<file path="config.mk">
export PLATFORM = sky130hd
export DESIGN_NAME = ecc_err_log
export DESIGN_NICKNAME = d
export VERILOG_FILES = /design/src/rtl/ecc_log_pkg.sv /design/src/rtl/ecc_log_status.sv /design/src/rtl/ecc_log_capture.sv /design/src/rtl/ecc_log_rdport.sv /design/src/rtl/ecc_err_log.sv
export SDC_FILE = /design/constraint.sdc
export NUM_CORES = 1
export LEC_CHECK = 0
export ABC_AREA = 1
export BUFFER_PORTS_ARGS = -buffer_cell sky130_fd_sc_hd__buf_2
export CORE_MARGIN = 2
export CORE_UTILIZATION = 25
export DETAILED_ROUTE_END_ITERATION = 16
export HOLD_SLACK_MARGIN = 0.03
export PLACE_DENSITY_LB_ADDON = 0.12
export REMOVE_ABC_BUFFERS = 1
export SYNTH_ARGS = -nofsm -noshare
export SYNTH_HDL_FRONTEND = slang
export SYNTH_SLANG_ARGS = --single-unit
export TNS_END_PERCENT = 100
</file>
<file path="constraint.sdc">
create_clock -name clk_i -period 1.75 [get_ports clk_i]
set_clock_uncertainty 0.15 [all_clocks]
set_input_delay 0.175 -clock clk_i [delete_from_list [all_inputs] [get_ports clk_i]]
set_output_delay 0.175 -clock clk_i [all_outputs]
set_load 0.02 [all_outputs]
</file>
<file path="src/rtl/ecc_log_pkg.sv">
package ecc_log_pkg;
  localparam int OFF_W = 8;
  localparam logic [OFF_W-1:0] OFF_STATUS = 8'h00;
  localparam logic [OFF_W-1:0] OFF_ADDR   = 8'h04;
  localparam logic [OFF_W-1:0] OFF_SYN    = 8'h08;
  localparam logic [OFF_W-1:0] OFF_CHAN   = 8'h0C;
  localparam int STAT_W = 16;
  localparam int CE_BIT = 0;
  localparam int UE_BIT = 7;
endpackage

</file>
<file path="src/rtl/ecc_log_status.sv">
module ecc_log_status
  import ecc_log_pkg::*;
(
  input  logic clk_i,
  input  logic rst_ni,
  input  logic ce_pulse_i,
  input  logic ue_pulse_i,
  input  logic clr_ce_i,
  input  logic clr_ue_i,
  output logic ce_q_o,
  output logic ue_q_o,
  output logic ce_free_o,
  output logic ue_free_o
);
  logic ce_keep, ue_keep;

  assign ce_keep   = ce_q_o & ~clr_ce_i;
  assign ue_keep   = ue_q_o & ~clr_ue_i;
  assign ce_free_o = ~ce_keep;
  assign ue_free_o = ~ue_keep;

  always_ff @(posedge clk_i or negedge rst_ni) begin
    if (!rst_ni) begin
      ce_q_o <= 1'b0;
      ue_q_o <= 1'b0;
    end else begin
      ce_q_o <= ce_keep | ce_pulse_i;  // new error beats clear
      ue_q_o <= ue_keep | ue_pulse_i;
    end
  end

  p_ce_sets_r2: assert property (@(posedge clk_i) disable iff (!rst_ni)
    ce_pulse_i |=> ce_q_o);
  p_ue_sets_r11: assert property (@(posedge clk_i) disable iff (!rst_ni)
    (ue_pulse_i && clr_ue_i) |=> ue_q_o);
  p_ce_clear_r3: assert property (@(posedge clk_i) disable iff (!rst_ni)
    (clr_ce_i && !ce_pulse_i) |=> !ce_q_o);
  p_ue_hold_r3: assert property (@(posedge clk_i) disable iff (!rst_ni)
    (!ue_pulse_i && !clr_ue_i) |=> $stable(ue_q_o));
endmodule

</file>
<file path="src/rtl/ecc_log_capture.sv">
module ecc_log_capture #(
  parameter int BLK_W  = 20,
  parameter int SYN_W  = 8,
  parameter int CHAN_W = 1
) (
  input  logic              clk_i,
  input  logic              rst_ni,
  input  logic              ce_pulse_i,
  input  logic              ue_pulse_i,
  input  logic              ce_free_i,
  input  logic              ue_free_i,
  input  logic [BLK_W-1:0]  blk_i,
  input  logic [SYN_W-1:0]  syn_i,
  input  logic [CHAN_W-1:0] chan_i,
  output logic [BLK_W-1:0]  blk_q_o,
  output logic [SYN_W-1:0]  syn_q_o,
  output logic [CHAN_W-1:0] chan_q_o
);
  logic load;

  // UE may overwrite pending CE data; CE only fills an empty slot
  assign load = ue_free_i & (ue_pulse_i | (ce_pulse_i & ce_free_i));

  always_ff @(posedge clk_i or negedge rst_ni) begin
    if (!rst_ni) begin
      blk_q_o  <= '0;
      syn_q_o  <= '0;
      chan_q_o <= '0;
    end else if (load) begin
      blk_q_o  <= blk_i;
      syn_q_o  <= syn_i;
      chan_q_o <= chan_i;
    end
  end

  p_ue_over_r6: assert property (@(posedge clk_i) disable iff (!rst_ni)
    (ue_pulse_i && ue_free_i) |=> (blk_q_o == $past(blk_i)) && (syn_q_o == $past(syn_i)));
  p_ce_keep_r7: assert property (@(posedge clk_i) disable iff (!rst_ni)
    (ce_pulse_i && !ue_pulse_i && !(ce_free_i && ue_free_i)) |=> $stable(blk_q_o) && $stable(syn_q_o));
  p_ue_keep_r8: assert property (@(posedge clk_i) disable iff (!rst_ni)
    (ue_pulse_i && !ue_free_i) |=> $stable(blk_q_o) && $stable(chan_q_o));
endmodule

</file>
<file path="src/rtl/ecc_log_rdport.sv">
module ecc_log_rdport
  import ecc_log_pkg::*;
#(
  parameter int ADDR_W     = 32,
  parameter int PAGE_SHIFT = 12,
  parameter int SYN_W      = 8,
  parameter int CHAN_W     = 1,
  localparam int BLK_W     = ADDR_W - PAGE_SHIFT
) (
  input  logic              clk_i,
  input  logic              rst_ni,
  input  logic              rd_i,
  input  logic [OFF_W-1:0]  off_i,
  input  logic              ce_q_i,
  input  logic              ue_q_i,
  input  logic [BLK_W-1:0]  blk_q_i,
  input  logic [SYN_W-1:0]  syn_q_i,
  input  logic [CHAN_W-1:0] chan_q_i,
  output logic [ADDR_W-1:0] rdata_o
);
  logic [ADDR_W-1:0] rd_mux;
  logic [STAT_W-1:0] stat_word;

  always_comb begin
    stat_word         = '0;
    stat_word[CE_BIT] = ce_q_i;
    stat_word[UE_BIT] = ue_q_i;
    case (off_i)
      OFF_STATUS: rd_mux = ADDR_W'(stat_word);
      OFF_ADDR:   rd_mux = {blk_q_i, {PAGE_SHIFT{1'b0}}};
      OFF_SYN:    rd_mux = ADDR_W'(syn_q_i);
      OFF_CHAN:   rd_mux = ADDR_W'(chan_q_i);
      default:    rd_mux = '0;
    endcase
  end

  always_ff @(posedge clk_i or negedge rst_ni) begin
    if (!rst_ni)   rdata_o <= '0;
    else if (rd_i) rdata_o <= rd_mux;
  end

  p_rd_hold_r10: assert property (@(posedge clk_i) disable iff (!rst_ni)
    !rd_i |=> $stable(rdata_o));
  p_addr_low_r4: assert property (@(posedge clk_i) disable iff (!rst_ni)
    (rd_i && off_i == OFF_ADDR) |=> rdata_o[PAGE_SHIFT-1:0] == '0);
  p_stat_rsvd_r2: assert property (@(posedge clk_i) disable iff (!rst_ni)
    (rd_i && off_i == OFF_STATUS) |=> $countones(rdata_o) <= 2);
endmodule

</file>
<file path="src/rtl/ecc_err_log.sv">
module ecc_err_log
  import ecc_log_pkg::*;
#(
  parameter int ADDR_W     = 32,
  parameter int PAGE_SHIFT = 12,
  parameter int SYN_W      = 8,
  parameter int NUM_CHAN   = 2,
  localparam int CHAN_W    = (NUM_CHAN > 1) ? $clog2(NUM_CHAN) : 1,
  localparam int BLK_W     = ADDR_W - PAGE_SHIFT
) (
  input  logic              clk_i,
  input  logic              rst_ni,
  input  logic              ce_pulse_i,
  input  logic              ue_pulse_i,
  input  logic [ADDR_W-1:0] err_addr_i,
  input  logic [SYN_W-1:0]  err_syn_i,
  input  logic [CHAN_W-1:0] err_chan_i,
  input  logic              reg_rd_i,
  input  logic              reg_wr_i,
  input  logic [OFF_W-1:0]  reg_off_i,
  input  logic [STAT_W-1:0] reg_wdata_i,
  output logic [ADDR_W-1:0] reg_rdata_o
);
  logic stat_wr, clr_ce, clr_ue;
  logic ce_q, ue_q, ce_free, ue_free;
  logic [BLK_W-1:0]  blk_q;
  logic [SYN_W-1:0]  syn_q;
  logic [CHAN_W-1:0] chan_q;
  logic unused_bits;

  assign stat_wr = reg_wr_i && (reg_off_i == OFF_STATUS);
  assign clr_ce  = stat_wr & reg_wdata_i[CE_BIT];
  assign clr_ue  = stat_wr & reg_wdata_i[UE_BIT];
  assign unused_bits = ^{reg_wdata_i, err_addr_i[PAGE_SHIFT-1:0]};

  ecc_log_status u_status (
    .clk_i, .rst_ni, .ce_pulse_i, .ue_pulse_i,
    .clr_ce_i (clr_ce),  .clr_ue_i (clr_ue),
    .ce_q_o   (ce_q),    .ue_q_o   (ue_q),
    .ce_free_o(ce_free), .ue_free_o(ue_free)
  );

  ecc_log_capture #(.BLK_W(BLK_W), .SYN_W(SYN_W), .CHAN_W(CHAN_W)) u_capture (
    .clk_i, .rst_ni, .ce_pulse_i, .ue_pulse_i,
    .ce_free_i(ce_free), .ue_free_i(ue_free),
    .blk_i    (err_addr_i[ADDR_W-1:PAGE_SHIFT]),
    .syn_i    (err_syn_i), .chan_i(err_chan_i),
    .blk_q_o  (blk_q), .syn_q_o(syn_q), .chan_q_o(chan_q)
  );

  ecc_log_rdport #(.ADDR_W(ADDR_W), .PAGE_SHIFT(PAGE_SHIFT), .SYN_W(SYN_W),
                   .CHAN_W(CHAN_W)) u_rdport (
    .clk_i, .rst_ni, .rd_i(reg_rd_i), .off_i(reg_off_i),
    .ce_q_i(ce_q), .ue_q_i(ue_q), .blk_q_i(blk_q), .syn_q_i(syn_q),
    .chan_q_i(chan_q), .rdata_o(reg_rdata_o)
  );

  p_wr_other_r3: assert property (@(posedge clk_i) disable iff (!rst_ni)
    (reg_wr_i && reg_off_i != OFF_STATUS && !ce_pulse_i && ce_q) |=> ce_q);
endmodule

</file>
# Word-level counts from Yosys, hierarchy flattened
# Cells that the tools add are included.
# word_totals
register_bits	63
output_inout_bits	32
word_cells	25
inputBits	71
# op_classes
eq_ne	3
n_mux	1
n_reduce_logical	2
bitwise	13
# ops
op	n
$pmux W32 S4	1
$eq A8 B4 Y1 const B	2
$eq A8 B3 Y1 const B	1
$logic_not A8 Y1	1
$and A1 B1 Y1	6
$not A1 Y1	4
$or A1 B1 Y1	3
$logic_and A1 B1 Y1	1

# Logic depth before layout (Yosys ltp)
# Gate-level depths: netlist of run 1.
# depth
word_depth	9
depth_mapped	12
ltp_nobuf	10

# Hierarchy
# A second synthesis of run 1 with hierarchy kept.
# hier_totals
cells_unflattened	300
area_unflattened_um2	2650.0
# by_module_without_submodules
mod	cells_per_inst	seq_area_each_um2	instances	area_per_inst_um2
ecc_log_rdport	151	700.7	1	1332.5
ecc_log_capture	129	725.7	1	1169.9
ecc_log_status	10	50.0	1	90.1
ecc_err_log	10	0.0	1	57.6

# Least setup slack after synthesis of run 1
# Ideal clock, no wire load.
# synth_path
path_type	in2reg
startpoint	in reg_off_i[5]
endpoint	reg u_capture.blk_q_o[0]
required_time_ns	1.484
n_path_buf	2
setup_ns	0.116
path_stages	12
slack_ns	0.321
arrival_ns	1.163
cell_sequence	nor2_1 -> nand2_1 -> nor2_4 -> nand3_2 -> nand2_2 -> nand2_2 -> nand2_4 -> nand2_2 -> buf_6 -> buf_6 -> nand2_2 -> nand2_1
# synth_via
elab_chain_len	9
elab_cells_between_ends	13
cone_classes	bitwise (11); reduce/logical (2)
# synth_lines
item	line_no	source
start: declaration	ecc_err_log.sv:20	input logic [OFF_W-1:0] reg_off_i,
$logic_not A8 Y1 *	ecc_err_log.sv:31	assign stat_wr = reg_wr_i && (reg_off_i == OFF_STATUS);
$logic_and A1 B1 Y1 *	ecc_err_log.sv:31	
$and A1 B1 Y1	ecc_err_log.sv:32	assign clr_ce = stat_wr & reg_wdata_i[CE_BIT];
$not A1 Y1	ecc_log_status.sv:17	assign ce_keep = ce_q_o & ~clr_ce_i;
$and A1 B1 Y1	ecc_log_status.sv:17	
$not A1 Y1	ecc_log_status.sv:19	assign ce_free_o = ~ce_keep;
$and A1 B1 Y1	ecc_log_capture.sv:22	assign load = ue_free_i & (ue_pulse_i | (ce_pulse_i & ce_free_i));
$or A1 B1 Y1	ecc_log_capture.sv:22	
$and A1 B1 Y1 *	ecc_log_capture.sv:22	
end signal: assignment	ecc_log_capture.sv:30	blk_q_o <= blk_i;
end: declaration	ecc_log_capture.sv:15	output logic [BLK_W-1:0] blk_q_o,
# Mark *: on every way between the ends. The rest lies on a longest branch, timed or not.
# A chain may end at the register's enable or synchronous reset.

# Worst setup path after layout of run 1
# layout_path
startpoint	in ce_pulse_i
endpoint	reg u_status.ce_q_o
# layout_via
elab_chain_len	1
# layout_lines
item	line_no	source
start: declaration	ecc_err_log.sv:13	input logic ce_pulse_i,
$or A1 B1 Y1	ecc_log_status.sv:27	ce_q_o <= ce_keep | ce_pulse_i;
end signal: assignment	ecc_log_status.sv:27	
end: declaration	ecc_log_status.sv:10	output logic ce_q_o,
# Every way passes these cells.

==> run metrics, run 1 <==
drt first pass iters=4; Top-Level Pins=103; Required @ worst endpoint=~1800 ps; P per Cell Area=848 nW/um^2; clock slew at reported path FFs=60 ps; CTS Sinks=59; Initial Util=0.256; fin cells=between 500 and 600; Die ar.=10800 um^2; crit path kind=in2reg; final wirelength=6560 um; RSZ-0062 raised after global routing=false; largest area contributor in the netlist=dfrtp_1; first-pass GRT wire length=about 11000 um; row cnt=36; Most common cell on crit path=dlygate4sd3_1; Largest delay share family, worst path=buffers and inverters; largest net degree at the start of global routing=60; gate count after technology mapping=between 200 and 300; min-delay worst type=in2reg; crit path DAT=1460 ps; remaining antenna violation count=0; vias in the first global route=2122; Synthesis Warnings=0; Die H=104 um; max-cap check violation count=0; Startpoint Class=primary input; ys async rst share=1.00; Die Wd=104 um; Ant. Diodes=0; CP max stage cell=dlygate4sd3_1; crit path max fanout=2; count leader, synth=nand2_1; synth cell count leaders=99 x nand2_1, 59 x dfrtp_1, 36 x nand3_1; Max Fclk=718 MHz; Synth Flop Type=dfrtp_1; via/cell ratio=4.06; WP buf/inv=4; peak supply drop=349 uV; GRT Total Usage=0.130; final worst path period need=1390 ps; Final Slew Violations=0; Period Utilization, post-route=0.796; final hold vios=0; Synth top area share=0.593; layout cells sized above 1=0.299; DRT iter0 DRCs=between 50 and 60; DR DRC count=0; H-tree levels=3; distinct cell type count after synthesis=18; WL per Instance=12.6 um; via count=around 2.1k; TritonCTS buffer count=9; CTS tree=yes; Placed Cells=471; endpoints failing setup=0; Seq/Total Area, Yosys=0.593; Post-synth EDFFs=0; clk_lat worst skew=330 ps; Crit path largest cell delay=540 ps; Clk Tree Root Cell=clkbuf_8; clock tree buffer depth=2; dominant cells by area after synthesis=dfrtp_1 59%, nand2_1 15%, nand3_1 7.2%, o21ai_0 4.0%, nand2_2 3.5%; synthesized area=roughly 2500 um^2; Final Util=0.365; DP HPWL=4220 um; Post-CTS Resized=0; Seq cells post-synth=59; gr ovfl total=0; layout overhead on the synthesized area=42.5%; Syn Area/Cell=9.19 um^2; crit path cell chain=dlygate4sd3_1 > buf_2 > inv_1 > nand2_1 > dlygate4sd3_1; core area=9730 um^2; crit end category=register; final net count=454; port bufs=roughly 70; Fin Hold WS=100 ps; Leakage=1.85 nW; outcome=finished clean; Post-CTS Setup Bufs=0; initial antenna violation count=0; CTS hold repair buffers=34; Routability Congestion=~0.70; FILL cells=1059
-- through the flow --
| stage | setup slack (ps) | cell area (um^2) | TNS, ps | total power, mW |
|---|---|---|---|---|
| final | 358 | 3550 | 0 | 3.01 |
| after global routing | 322 | 3550 | 0 | 3.18 |
| after CTS | 374 | 3550 | 0 | 3.07 |
| after detailed placement | 162 | 3020 | 0 | 1.80 |
| after global placement | 169 | 3020 | 0 | 1.79 |
| after floorplan | -275 | 2380 | -7830 | 1.65 |
-- state kept, by name, indices dropped and copies added, names as in the netlist --
signal,cells
u_capture.chan_q_o,1
u_capture.blk_q_o,20
u_status.ce_q_o,1
u_status.ue_q_o,1
u_capture.syn_q_o,8
u_rdport.rdata_o,28
-- where the power goes --
group	leakage, nW	switching, mW	internal (mW)
Combinational	0.982	0.158	0.152
Clock	0.0997	0.521	0.669
Sequential	0.767	0.0515	1.46
Total	1.85	0.730	2.28
-- worst register-to-register path: stages, from the launching register on --
cell	delay [ps]
dfrtp_1	390
nand2_2	80
nand2_1	40
dlygate4sd3_1	540
-- metal layers --
| layer | share of wire | wire length [um] | track usage |
|---|---|---|---|
| met3 | 0.047 | 309 | 0.0472 |
| met1 | 0.47 | 3110 | 0.164 |
| met4 | 0.0087 | 57 | 0.0357 |
| met5 | 0 | 0 | 0 |
| met2 | 0.47 | 3090 | 0.211 |
-- logic make-up (layout without fill, tap and decap cells) --
| logic type | Yosys count | count (layout) | share of synthesized area |
|---|---|---|---|
| AO/OA/AOI/OAI | 26 | 26 | 0.0613 |
| buffers and inverters | 26 | 140 | 0.0598 |
| flip-flops | 59 | 59 | 0.593 |
| other | 1 | 4 | 0.00151 |
| AND/OR/NAND/NOR | 159 | 159 | 0.285 |
-- worst paths after layout --
kind,start,endpoint,slack (ps),cells after the start
max,ce_pulse_i,u_status.ce_q_o,360,5
min in group asynchronous,rst_ni,u_rdport.rdata_o[0],220,3
max in group asynchronous,rst_ni,u_capture.chan_q_o,920,3
min reg2reg,u_capture.blk_q_o[13],u_capture.blk_q_o[13],320,2
max reg2reg,u_status.ce_q_o,u_status.ce_q_o,430,3
min,reg_off_i[2],u_rdport.rdata_o[0],100,5
-- layout make-up --
type / count / area (um^2) / area share
clock buffer: 15 / 186 / 0.0525
clock inverter: 1 / 5.00 / 0.00141
inverter: 6 / 22.5 / 0.00634
multi-input combinational: 189 / 877 / 0.247
sequential: 59 / 1480 / 0.416
tap: 133 / 166 / 0.0469
timing repair buffer: 118 / 816 / 0.230
-- cell usage in the layout, fill, tap and decap left out, drive strengths merged --
cell	synthesis	final
dfrtp	59	59
clkbuf	7	15
nand3	37	37
nor2	6	6
dlygate4sd3	0	34
a22o	6	6
nand4	1	1
nor3	1	1
buf	13	84
conb	1	4
o21ai	20	20
nand2	114	114
clkinv	0	1
inv	6	6
Note: power is estimated with default switching activity, not from simulation.
==> run 2: changes to the inputs <==
==> constraint.sdc (replaced) <==
create_clock -name clk_i -period 1.1 [get_ports clk_i]
set_clock_uncertainty 0.15 [all_clocks]
set_input_delay 0.11 -clock clk_i [delete_from_list [all_inputs] [get_ports clk_i]]
set_output_delay 0.11 -clock clk_i [all_outputs]
set_load 0.02 [all_outputs]
==> run metrics, run 2 (synthesis results as in run 1) <==
DR DRC count=0 (unchanged); RSZ-0062 raised after global routing=true; crit end category=register; outcome=finished with violations; vias in the first global route=2431 (+15%); initial antenna violation count=0 (unchanged); failing checks=hold timing, setup timing; Placed Cells=478 (+1.5%); fin cells=547 (+5.0%); final wirelength=7550 um (+15%); final net count=480 (+5.7%); Die ar.=10800 um^2 (unchanged); final hold vios=1 (+1); DP HPWL=4550 um (+7.9%); FILL cells=987 (-6.8%); WL per Instance=13.8 um (+9.5%); clk_lat worst skew=330 ps (about the same); H-tree levels=3 (unchanged); crit path max fanout=7 (+5); CTS Sinks=59 (unchanged); CTS tree=yes; Die H=104 um (unchanged); via count=2258 (+6.9%); GRT Total Usage=0.142 (+0.0120); drt first pass iters=4 (unchanged); DRT iter0 DRCs=57 (+1.8%); crit path DAT=1320 ps (-140 ps); Ant. Diodes=0 (unchanged); Clk Tree Root Cell=clkbuf_8; final worst path period need=between 1000 and 1500 ps; Routability Congestion=0.690 (-0.70%); TritonCTS buffer count=9 (unchanged); final worst slack=-136 ps (-494 ps); min-delay worst type=in2reg; gr ovfl total=0 (unchanged); Biggest register=u_rdport.rdata_o; Final Slew Violations=0 (unchanged); Required @ worst endpoint=1180 ps (-630 ps); max reg flops=28 (unchanged); via/cell ratio=4.13 (+1.8%); endpoints failing setup=57 (+57); Period Utilization, post-route=1.12; layout overhead on the synthesized area=66.0%; Top-Level Pins=103 (unchanged); first-pass GRT wire length=11900 um (+9.0%); P per Cell Area=1260 nW/um^2 (+49%); Fin Hold WS=-74.7 ps (-175 ps); remaining antenna violation count=0 (unchanged); port bufs=72 (unchanged); largest net degree at the start of global routing=31 (-48%); peak supply drop=627 uV (+80%); Final Util=0.425 (+0.0602); crit path kind=reg2reg; post-route cell area=4140 um^2 (+16%); total design power=5.23 mW (+74%); Max Fclk=809 MHz; most common cell after layout, fill and taps aside=nand2_1; Initial Util=0.256 (unchanged); Startpoint Class=register; Regs by FF count=u_rdport.rdata_o: 28 flops, u_capture.blk_q_o: 20 flops, u_capture.syn_q_o: 8 flops; clock tree buffer depth=2 (unchanged); clock slew at reported path FFs=70 ps (about the same); CTS hold repair buffers=32 (-5.9%); core area=9730 um^2 (unchanged); row cnt=36 (unchanged); most frequent cells in the layout=88 x nand2_1, 59 x dfrtp_1, 44 x buf_2; placed inst area=3130 um^2 (+3.8%); max-cap check violation count=0 (unchanged); Die Wd=104 um (unchanged); Leakage=2.07 nW (+12%); layout cells sized above 1=0.382 (+0.0827)
[run 2: changes by cell type in the layout (fill, tap and decap cells not counted), moves of 2 or more]
cell / previous run / this run
buf_12: 2 / 7
nand2_1: 99 / 88
nand3_2: 1 / 3
nand3_1: 36 / 34
clkbuf_16: 0 / 3
buf_6: 0 / 30
nand2_2: 14 / 22
clkbuf_8: 13 / 11
buf_4: 10 / 28
dlygate4sd3_1: 34 / 32
nand2_4: 1 / 3
bufinv_16: 0 / 2
buf_2: 72 / 44
[run 2: timing repair]
item	CTS	global route
setup endpoints to repair	57	68
pin swaps	0	2
gates resized for setup	57	18
endpoints found under the hold margin	90	1
cloned	0	4
setup buffers	10	7
[run 2: critical path: stages, from the launching register on]
cell       delay [ps]
dfrtp_1           390
nand2_2            80
nand2_2            60
nand2_4           100
nand2_8            80
clkbuf_16         180
nand2_2            50
nand2_1            40
[run 2: worst paths after layout]
kind | from | endpoint | slack [ps] | depth (start not counted)
max in group asynchronous | rst_ni | u_capture.blk_q_o[14] | 280 | 3
min in group asynchronous | rst_ni | u_rdport.rdata_o[31] | 80 | 2
setup / recovery | u_status.ce_q_o | u_capture.blk_q_o[4] | -140 | 7
hold / removal | reg_wdata_i[0] | u_status.ce_q_o | -70 | 4
setup reg to reg | u_status.ce_q_o | u_capture.blk_q_o[4] | -140 | 7
hold reg to reg | u_capture.blk_q_o[7] | u_capture.blk_q_o[7] | 320 | 2
[run 2: per-layer routing]
| layer | part of all wire | routed length, um | global-route usage | vias up |
|---|---|---|---|---|
| li1 | - | - | - | 1144 |
| met3 | 0.037 | 282 | 0.0346 | 9 |
| met5 | 0 | 0 | 0 | - |
| met4 | 0.014 | 108 | 0.0608 | 0 |
| met2 | 0.47 | 3580 | 0.238 | 50 |
| met1 | 0.47 | 3580 | 0.175 | 1055 |
[run 2: final cells by class]
| type | count | area, um^2 | area share |
|---|---|---|---|
| sequential | 59 | 1480 | 0.357 |
| timing repair buffer | 144 | 1300 | 0.315 |
| multi-input combinational | 189 | 938 | 0.227 |
| tap | 133 | 166 | 0.0402 |
| clock buffer | 12 | 155 | 0.0375 |
| clock inverter | 4 | 72.6 | 0.0175 |
| inverter | 6 | 22.5 | 0.00545 |
[run 2: power breakdown]
part	internal (mW)	switching (mW)
clock	1.40	0.865
sequential	2.32	0.0962
combinational	0.285	0.266
total	4.00	1.23
[run 2: per-stage QoR]
stage	hold WS, ps	setup WS, ps	TNS [ps]
6_report	-74.7	-136	-4150
2_1_floorplan	-336	-860	-27400
5_1_grt	-81.0	-192	-7040
3_5_place_dp	-102	-362	-16550
4_1_cts	-87.4	-137	-4930
3_3_place_gp	-96.3	-345	-16280
